$ cat src/rtl/mgw_pkg.sv
package mgw_pkg;
  typedef enum logic [3:0] {
    ST_IDLE = 4'd0,
    ST_SWM  = 4'd1,   // modulator (and read return) path being set
    ST_ACKR = 4'd2,   // read path acknowledge
    ST_CMD  = 4'd3,   // command packet offered
    ST_RDAT = 4'd4,   // read data on circuit, timed
    ST_SWN  = 4'd5,   // write data path being set
    ST_ACKW = 4'd6,   // write path acknowledge
    ST_WDAT = 4'd7,   // write data on circuit
    ST_TEAR = 4'd8,   // circuit released
    ST_ABRT = 4'd9    // switch wait expired
  } gw_state_e;
endpackage

$ cat src/rtl/mgw_req_hold.sv
module mgw_req_hold #(
  parameter int BANK_W  = 3,
  parameter int ROW_W   = 14,
  parameter int COL_W   = 10,
  parameter int BURST_W = 12,
  localparam int PKT_W  = 1 + BANK_W + ROW_W + COL_W + BURST_W
) (
  input  logic               clk,
  input  logic               rst_n,
  input  logic               capture,
  input  logic               in_write,
  input  logic [BANK_W-1:0]  in_bank,
  input  logic [ROW_W-1:0]   in_row,
  input  logic [COL_W-1:0]   in_col,
  input  logic [BURST_W-1:0] in_burst,
  output logic               is_write_q,
  output logic [BURST_W-1:0] burst_q,
  output logic [PKT_W-1:0]   pkt_q
);
  logic [PKT_W-1:0] pkt_d;

  always_comb begin
    pkt_d = {in_write, in_bank, in_row, in_col, in_burst};
  end

  always_ff @(posedge clk or negedge rst_n) begin
    if (!rst_n) begin
      pkt_q <= '0;
    end else if (capture) begin
      pkt_q <= pkt_d;
    end
  end

  assign is_write_q = pkt_q[PKT_W-1];
  assign burst_q    = pkt_q[BURST_W-1:0];
endmodule

$ cat src/rtl/mgw_tmo.sv
module mgw_tmo #(
  parameter int TO_W = 8
) (
  input  logic            clk,
  input  logic            rst_n,
  input  logic            run,
  input  logic [TO_W-1:0] limit,
  output logic            hit
);
  logic [TO_W-1:0] cnt_q, cnt_d;

  always_comb begin
    if (!run)           cnt_d = '0;
    else if (cnt_q != limit) cnt_d = cnt_q + TO_W'(1);
    else                cnt_d = cnt_q;
  end

  always_ff @(posedge clk or negedge rst_n) begin
    if (!rst_n) cnt_q <= '0;
    else        cnt_q <= cnt_d;
  end

  assign hit = run && (cnt_q == limit);
endmodule

$ cat src/rtl/mgw_rd_timer.sv
module mgw_rd_timer #(
  parameter int CNT_W = 16
) (
  input  logic             clk,
  input  logic             rst_n,
  input  logic             load,
  input  logic [CNT_W-1:0] load_val,
  input  logic             run,
  output logic             zero
);
  logic [CNT_W-1:0] cnt_q, cnt_d;
  logic             en;

  always_comb begin
    en    = load || (run && (cnt_q != '0));
    cnt_d = load ? load_val : (cnt_q - CNT_W'(1));
  end

  always_ff @(posedge clk or negedge rst_n) begin
    if (!rst_n)  cnt_q <= '0;
    else if (en) cnt_q <= cnt_d;
  end

  assign zero = (cnt_q == '0);
endmodule

$ cat src/rtl/mgw_seq.sv
module mgw_seq
  import mgw_pkg::*;
(
  input  logic      clk,
  input  logic      rst_n,
  input  logic      req_valid,
  input  logic      is_write,
  input  logic      sw_done,
  input  logic      tmo_hit,
  input  logic      cmd_ready,
  input  logic      rd_zero,
  input  logic      rq_release,
  output gw_state_e state
);
  gw_state_e st_d;

  always_comb begin
    st_d = state;
    unique case (state)
      ST_IDLE: if (req_valid) st_d = ST_SWM;
      ST_SWM: begin
        if (sw_done)      st_d = is_write ? ST_CMD : ST_ACKR;
        else if (tmo_hit) st_d = ST_ABRT;
      end
      ST_ACKR: st_d = ST_CMD;
      ST_CMD:  if (cmd_ready) st_d = is_write ? ST_SWN : ST_RDAT;
      ST_RDAT: if (rd_zero) st_d = ST_TEAR;
      ST_SWN: begin
        if (sw_done)      st_d = ST_ACKW;
        else if (tmo_hit) st_d = ST_ABRT;
      end
      ST_ACKW: st_d = ST_WDAT;
      ST_WDAT: if (rq_release) st_d = ST_TEAR;
      ST_TEAR: st_d = ST_IDLE;
      ST_ABRT: st_d = ST_IDLE;
      default: st_d = ST_IDLE;
    endcase
  end

  always_ff @(posedge clk or negedge rst_n) begin
    if (!rst_n) state <= ST_IDLE;
    else        state <= st_d;
  end
endmodule

$ cat src/rtl/mgw_ctrl.sv
module mgw_ctrl
  import mgw_pkg::*;
#(
  parameter int BANK_W  = 3,
  parameter int ROW_W   = 14,
  parameter int COL_W   = 10,
  parameter int BURST_W = 12,
  parameter int TO_W    = 8,
  parameter int CMD_LAT = 2,
  parameter int T_RCD   = 5,
  parameter int T_CL    = 5,
  localparam int PKT_W  = 1 + BANK_W + ROW_W + COL_W + BURST_W,
  localparam int FIXED_LAT = CMD_LAT + T_RCD + T_CL,
  localparam int CNT_W  = $clog2(FIXED_LAT + (1 << BURST_W)) + 1
) (
  input  logic               clk,
  input  logic               rst_n,
  input  logic               req_valid,
  output logic               req_ready,
  input  logic               req_is_write,
  input  logic [BANK_W-1:0]  req_bank,
  input  logic [ROW_W-1:0]   req_row,
  input  logic [COL_W-1:0]   req_col,
  input  logic [BURST_W-1:0] req_burst,
  input  logic [TO_W-1:0]    timeout_cfg,
  output logic               sw_mod_en,
  output logic               sw_ret_en,
  output logic               sw_net_en,
  input  logic               sw_done,
  output logic               path_ack,
  output logic               cmd_valid,
  input  logic               cmd_ready,
  output logic [PKT_W-1:0]   cmd_data,
  output logic               rd_window,
  output logic               wr_window,
  input  logic               rq_release,
  output logic               abort
);
  gw_state_e          state;
  logic               is_write_q;
  logic [BURST_W-1:0] burst_q;
  logic               capture;
  logic               tmo_run, tmo_hit;
  logic               rd_load, rd_zero;
  logic [CNT_W-1:0]   rd_len;

  assign capture = (state == ST_IDLE) && req_valid;

  mgw_req_hold #(
    .BANK_W(BANK_W), .ROW_W(ROW_W), .COL_W(COL_W), .BURST_W(BURST_W)
  ) u_hold (
    .clk(clk), .rst_n(rst_n), .capture(capture),
    .in_write(req_is_write), .in_bank(req_bank), .in_row(req_row),
    .in_col(req_col), .in_burst(req_burst),
    .is_write_q(is_write_q), .burst_q(burst_q), .pkt_q(cmd_data)
  );

  assign tmo_run = (state == ST_SWM) || (state == ST_SWN);

  mgw_tmo #(.TO_W(TO_W)) u_tmo (
    .clk(clk), .rst_n(rst_n), .run(tmo_run), .limit(timeout_cfg), .hit(tmo_hit)
  );

  // window length minus one, fixed at the command handshake
  assign rd_load = (state == ST_CMD) && cmd_ready && !is_write_q;
  assign rd_len  = CNT_W'(FIXED_LAT) + CNT_W'(burst_q);

  mgw_rd_timer #(.CNT_W(CNT_W)) u_rd_timer (
    .clk(clk), .rst_n(rst_n), .load(rd_load), .load_val(rd_len),
    .run(state == ST_RDAT), .zero(rd_zero)
  );

  mgw_seq u_seq (
    .clk(clk), .rst_n(rst_n), .req_valid(req_valid), .is_write(is_write_q),
    .sw_done(sw_done), .tmo_hit(tmo_hit), .cmd_ready(cmd_ready),
    .rd_zero(rd_zero), .rq_release(rq_release), .state(state)
  );

  logic rd_phase, wr_phase;

  always_comb begin
    rd_phase  = (state == ST_SWM) || (state == ST_ACKR) ||
                (state == ST_CMD) || (state == ST_RDAT);
    wr_phase  = (state == ST_SWN) || (state == ST_ACKW) || (state == ST_WDAT);
    req_ready = (state == ST_IDLE);
    sw_mod_en = rd_phase || wr_phase;
    sw_ret_en = rd_phase && !is_write_q;
    sw_net_en = wr_phase && is_write_q;
    path_ack  = (state == ST_ACKR) || (state == ST_ACKW);
    cmd_valid = (state == ST_CMD);
    rd_window = (state == ST_RDAT);
    wr_window = (state == ST_WDAT);
    abort     = (state == ST_ABRT);
  end
endmodule

$ cat config.mk
export PLATFORM = sky130hd
export DESIGN_NAME = mgw_ctrl
export DESIGN_NICKNAME = d
export VERILOG_FILES = /design/src/rtl/mgw_pkg.sv /design/src/rtl/mgw_req_hold.sv /design/src/rtl/mgw_tmo.sv /design/src/rtl/mgw_rd_timer.sv /design/src/rtl/mgw_seq.sv /design/src/rtl/mgw_ctrl.sv
export SDC_FILE = /design/constraint.sdc
export NUM_CORES = 1
export LEC_CHECK = 0
export BUFFER_PORTS_ARGS = -buffer_cell sky130_fd_sc_hd__buf_4
export CAP_MARGIN = 20
export CORE_MARGIN = 5
export CORE_UTILIZATION = 37
export CTS_BUF_LIST = sky130_fd_sc_hd__clkbuf_16
export CTS_CLUSTER_DIAMETER = 80
export DETAILED_ROUTE_END_ITERATION = 7
export PLACE_DENSITY_LB_ADDON = 0.12
export SYNTH_ARGS = -nofsm -noshare
export SYNTH_HDL_FRONTEND = slang
export SYNTH_SLANG_ARGS = --single-unit
export TNS_END_PERCENT = 5
$ cat constraint.sdc
create_clock -name clk -period 2 [get_ports clk]
set_input_delay 0.1 -clock clk [delete_from_list [all_inputs] [get_ports clk]]
set_output_delay 0.1 -clock clk [all_outputs]
set_load 0.01 [all_outputs]
After elaboration in Yosys (flattened, before gate mapping)
Cells that the tools add are included. Widths: inputs -> output; s select.

Add/sub/neg operators: 3. Multiply operators: 0. Divide/modulo/power cells: 0. Magnitude comparators: 0. Equal/unequal tests: 15. Shift operators: 0. Multiplexer cells: 13. Bitwise gates (word level): 0. Reduce and logical (&&, ||, !) cells: 21.

Operators by type and width (number): $pmux 4 s8 (1); $mux 4 (7); $eq 4x3->1 const B (4); $mux 8 (2); $logic_not 14->1 (1); $mux 14 (1); $reduce_bool 14->1 (1); $sub 14x1->14 const B (1); $add 4x12->13 const A (1); $logic_or 1x1->1 (9); $add 8x1->8 const B (1); $eq 4x2->1 const B (2); $eq 8x8->1 (1); $ne 8x8->1 (1); $logic_and 1x1->1 (7); $ne 2x2->1 const B (3); $eq 4x1->1 const B (1); $eq 4x4->1 const B (1); $logic_not 4->1 (1); $ne 2x1->1 const B (2); $reduce_and 4->1 (1); $mux 1 (2); $logic_not 1->1 (1).

Register bits: 66. Latch bits: 0. RAM bits: 0. ROM bits: 0. Input bits: 54. Output and inout port bits: 49. Logic and storage cells: 56. Memories kept: 0.

Longest topological paths before layout
Depth after elaboration: 6. Mapped depth: 7. Mapped depth without buffers: 7.

By module
From an unflattened synthesis, not the netlist that was laid out.

Cells, all modules: 346. Area, all modules: 3759.9 um2.

By module, submodules not included: mgw_req_hold (times used 1, cells an instance 97, area each 1594.0 um2, sequential area each 1001.0 um2); mgw_rd_timer (times used 1, cells an instance 103, area each 892.1 um2, sequential area each 350.3 um2); mgw_tmo (times used 1, cells an instance 62, area each 591.8 um2, sequential area each 200.2 um2); mgw_seq (times used 1, cells an instance 37, area each 351.6 um2, sequential area each 100.1 um2); mgw_ctrl (times used 1, cells an instance 47, area each 330.3 um2, sequential area each 0.0 um2).

Worst setup path after synthesis
Ideal clock, no wire load.

Path type: flip-flop to flip-flop. Start point: register u_rd_timer.cnt_q[0]. End point: register u_seq.state[2]. Setup time: 0.121 ns. Data arrival time: 1.808 ns. Required time: 1.879 ns. Setup slack: 0.071 ns. Stages on the path, launching flop included: 8. Buffers on the path: 0. Clock period less this slack: 1.929 ns. Cells stage by stage: dfrtp_1 > inv_1 > ha_1 > nor3b_1 > nand4_1 > nand2_1 > nand2_1 > a22o_1.

Longest elaborated chain between the ends: 3.

Ends and longest elaborated chain: start, declared (RTL line mgw_rd_timer.sv:11) `logic [CNT_W-1:0] cnt_q, cnt_d;`; start signal, assigned (RTL line mgw_rd_timer.sv:21) `else if (en) cnt_q <= cnt_d;`; $logic_not 14->1 (RTL line mgw_rd_timer.sv:24) `assign zero = (cnt_q == '0);`; $ne 2x2->1 (no source line); $reduce_and 4->1 (no source line); end signal, assigned (RTL line mgw_seq.sv:42) `else state <= st_d;`; end, declared (RTL line mgw_seq.sv:13) `output gw_state_e state`.

No other way between the ends. A chain may end at the register's enable or synchronous reset.

Worst setup path after layout
Start point: register u_rd_timer.cnt_q[6]. End point: register u_rd_timer.cnt_q[10].

Longest elaborated chain between the ends: 3. Elaborated cells on any way between the ends: 5. Those cells by class: add/sub (1); mux (1); reduce/logical (3).

Ends and longest elaborated chain: parallel branches: the longest is 3 deep, another holds $sub 14x1->14.

Several ways; the timed one is not identified.

==> impl_summary.log <==
[metrics] Setup TNS Final: 0 ns
[metrics] total setup buffers inserted after CTS: 0
[metrics] Pwr per Cell Area: 1490 mW/mm^2
[metrics] TritonCTS clock tree: built
[metrics] switching share of total power: 35.1%
[metrics] total DRC errors in the routed layout: 0
[metrics] #FFs+latches synth: 66
[metrics] fraction of the yosys area taken by sequential cells: 50.0%
[metrics] status: completed
[metrics] count of nets after finishing: 485
[metrics] setup repair after global routing missed its margin: false
[metrics] highest-count cells in the layout ignoring fill and taps: sky130_fd_sc_hd__buf_4 (119), sky130_fd_sc_hd__dfrtp_1 (66), sky130_fd_sc_hd__mux2_2 (40), sky130_fd_sc_hd__nand2_1 (21), sky130_fd_sc_hd__nor2_1 (20)
[metrics] global routing usage summed across all routing layers: 16.0%
[metrics] Mapped Area: 0.00330 mm^2
[metrics] Crit Path Max Fanout: 5
[metrics] proportion of synthesized flip-flops having asynchronous set or reset: 100%
[metrics] area of the core region: 0.00872 mm^2
[metrics] maximum frequency from static timing analysis: 529 MHz
[metrics] Max Cap Viol: 0
[metrics] crit share post-route: 94.6%
[metrics] sum of internal, switching and leakage power: 7.00 mW
[metrics] Row Count: 34
[metrics] Overflow after GRT: 0
[metrics] Worst EP required: 2.20 ns
[metrics] area of all placed cells without fillers: 0.00470 mm^2
[metrics] setup skew after layout: 0.00506 ns
[metrics] number of vias in the routed layout: 2,746
[metrics] Fillers: 774
[metrics] via count of the first global-routing pass: 2,903
[metrics] effective utilization at floorplan: 37.9%
[metrics] HPWL Detailed: 6.14 mm
[metrics] worst-skew pair later-pin latency: 0.32 ns
[metrics] Ant. Diodes: 0
[metrics] register area: 0.00165 mm^2
[metrics] detail-routed net length per standard cell: 15.5 um
[metrics] most common library cell in the layout ignoring fill and taps: sky130_fd_sc_hd__buf_4
[metrics] relative area change from synthesis to final layout: 42.4%
[metrics] drt initial violations: 89
[metrics] vertical die dimension: 104 um
[metrics] CP arrival: 2.09 ns
[metrics] HP Class: in -> reg
[metrics] antenna-violating nets left: 0
[metrics] CTS Buf Count: 9
[metrics] kind of end point of the critical path: register
[metrics] share of post-route cells with drive strength above 1: 41.9%
[metrics] via count normalized by instance count: 5.09
[metrics] total I/O pin count: 103
[metrics] CTS HTree Levels: 3
[metrics] startpoint type of the worst setup path: register
[metrics] number of antenna violations at the first check in global routing: 0
[metrics] Multi-input gate area: 0.00157 mm^2
[metrics] Worst slew margin: 66.8%
[metrics] largest vdd supply drop: 740 uV
[metrics] portion of total power attributed to combinational logic: 43.7%
[metrics] clock network fraction of total power: 21.1%
[metrics] pin count of the biggest net entering global routing: 40
[metrics] x dimension of the die: 104 um
[metrics] minimum clock period: 1.89 ns
[metrics] Finish-stage setup viols: 0
[metrics] number of enable flip-flop cells after synthesis: 0
[metrics] clk sinks: 66
[metrics] total cell area at the placement stage: 0.00430 mm^2
[metrics] clock-pin slew reported for the worst setup and hold paths after clock tree synthesis: 0.05 ns
[metrics] sw power: 2.45 mW
[metrics] slew at the pin with the worst max-slew slack: 0.499 ns
[metrics] Root Buffer: sky130_fd_sc_hd__clkbuf_16
[metrics] PortBufs: 102
[metrics] Slew Limit Fails: 0
[metrics] LEAKAGE: 2.12 nW
[metrics] classification of the worst setup path: reg -> reg
[metrics] Fin. Hold Viols: 0
[metrics] Internal Power: 4.55 mW
[metrics] iteration count of the initial detailed-routing pass: 4
[metrics] Net Count, Synth: 354
[metrics] first-pass GRT wire length: 14.3 mm
[metrics] library cells used by synthesis: 48
[metrics] mean post-synth cell area: 11.1 um^2
[metrics] placer's final routability congestion estimate: 0.795
[metrics] sum of routed wire length over all layers: 8.34 mm
[metrics] count of synthesis-stage warnings from yosys: 0
[metrics] post-synthesis cell count: 297
[metrics] Most used DFF post-synth: sky130_fd_sc_hd__dfrtp_1
[metrics] buffer depth of the longest clock path: 2
[metrics] sequential cell fraction of total power: 35.2%
[metrics] Die Outline Area: 0.0109 mm^2
[sequential cells by signal (all words and copies together) (netlist names)]
name	cells
u_hold.pkt_q	40
u_rd_timer.cnt_q	14
u_seq.state	4
u_tmo.cnt_q	8
[metrics by stage]
step / cells / hold slack (ns) / utilization, % / setup WS [ns]
CTS: 539 / 0.000229 / 53.8 / 0.122
finish: 540 / 0.00797 / 53.9 / 0.108
global placement: 512 / 0.113 / 49.3 / 0.165
floorplan: 297 / -0.196 / - / 0.0706
global route: 540 / 0.00592 / 53.9 / 0.000689
detailed placement: 512 / 0.111 / 49.3 / 0.128
[critical path: stages, from the launching register on]
cell and delay, ns:
sky130_fd_sc_hd__dfrtp_1 0.41, sky130_fd_sc_hd__or4_1 0.59, sky130_fd_sc_hd__nor2_1 0.26, sky130_fd_sc_hd__nor4b_2 0.28, sky130_fd_sc_hd__xnor2_1 0.15, sky130_fd_sc_hd__a21oi_1 0.08
[final timing paths]
kind / start / endpoint / slack [ns] / cells after the start
hold reg to reg: u_hold.pkt_q[37] / u_hold.pkt_q[37] / 0.50 / 1
min in group asynchronous: rst_n / u_rd_timer.cnt_q[2] / 0.28 / 2
setup / recovery: u_rd_timer.cnt_q[6] / u_rd_timer.cnt_q[10] / 0.11 / 5
max in group asynchronous: rst_n / u_hold.pkt_q[38] / 1.09 / 3
setup reg to reg: u_rd_timer.cnt_q[6] / u_rd_timer.cnt_q[10] / 0.11 / 5
hold / removal: req_row[3] / u_hold.pkt_q[25] / 0.008 / 2
[timing repair]
item | in CTS | in global routing
endpoints found under the hold margin | 47 | 1
resized for setup | 0 | 0
hold buffers | 12 | 1
[kinds of logic (layout without fill, tap and decap cells)]
group	after synthesis	in the layout	synth area share, %
AND/OR/NAND/NOR	98	98	16.1
flip-flops	66	66	50.0
multiplexers	43	43	14.6
AO/OA/AOI/OAI	37	37	7.69
XOR/XNOR	29	29	7.69
buffers and inverters	21	156	2.80
adder cells (fa/ha/maj)	3	3	1.14
[final cells by class]
cell class / count / area share [%]
Clock inverter: 6 / 1.06
Inverter: 8 / 0.665
Sequential cell: 66 / 35.1
Multi-Input combinational cell: 210 / 33.3
Tap cell: 108 / 2.87
Clock buffer: 9 / 4.79
Timing Repair Buffer: 133 / 22.2
[routing by layer]
layer | GRT usage [%] | up-vias | share of wire, %
li1 | - | 1328 | -
met2 | 25.1 | 91 | 47
met4 | 6.94 | 0 | 1.7
met5 | 0 | - | 0
met1 | 20.0 | 1316 | 43
met3 | 5.34 | 11 | 7.8
[power groups by stage]
stage / registers (mW) / logic [mW] / clock network, mW
after floorplan: 2.60 / 1.55 / 0
after global placement: 2.46 / 3.03 / 0
after detailed placement: 2.48 / 3.08 / 0
after CTS: 2.47 / 3.11 / 1.52
after global routing: 2.56 / 3.37 / 1.58
final: 2.46 / 3.06 / 1.48
[cell usage after synthesis, drive strengths merged (2+ instances only)]
master	instances	area (um^2)
o211ai	5	37.5
a211oi	2	15.0
nand2	23	93.8
nor3	6	30.0
nor4	5	31.3
or3	2	12.5
xor2	13	114
and2	2	13.8
o21ai	11	58.8
mux2	40	450
inv	7	26.3
nor2	20	75.1
and4	3	26.3
ha	3	37.5
or4	4	30.0
a21oi	10	50.1
nor3b	2	15.0
nor4b	3	32.5
nand3b	2	15.0
dfrtp	66	1650
nand4	8	50.1
mux2i	3	30.0
buf	3	23.8
clkbuf	10	37.5
nand3	12	60.1
xnor2	16	140
Power figures use the tool's default switching activity.
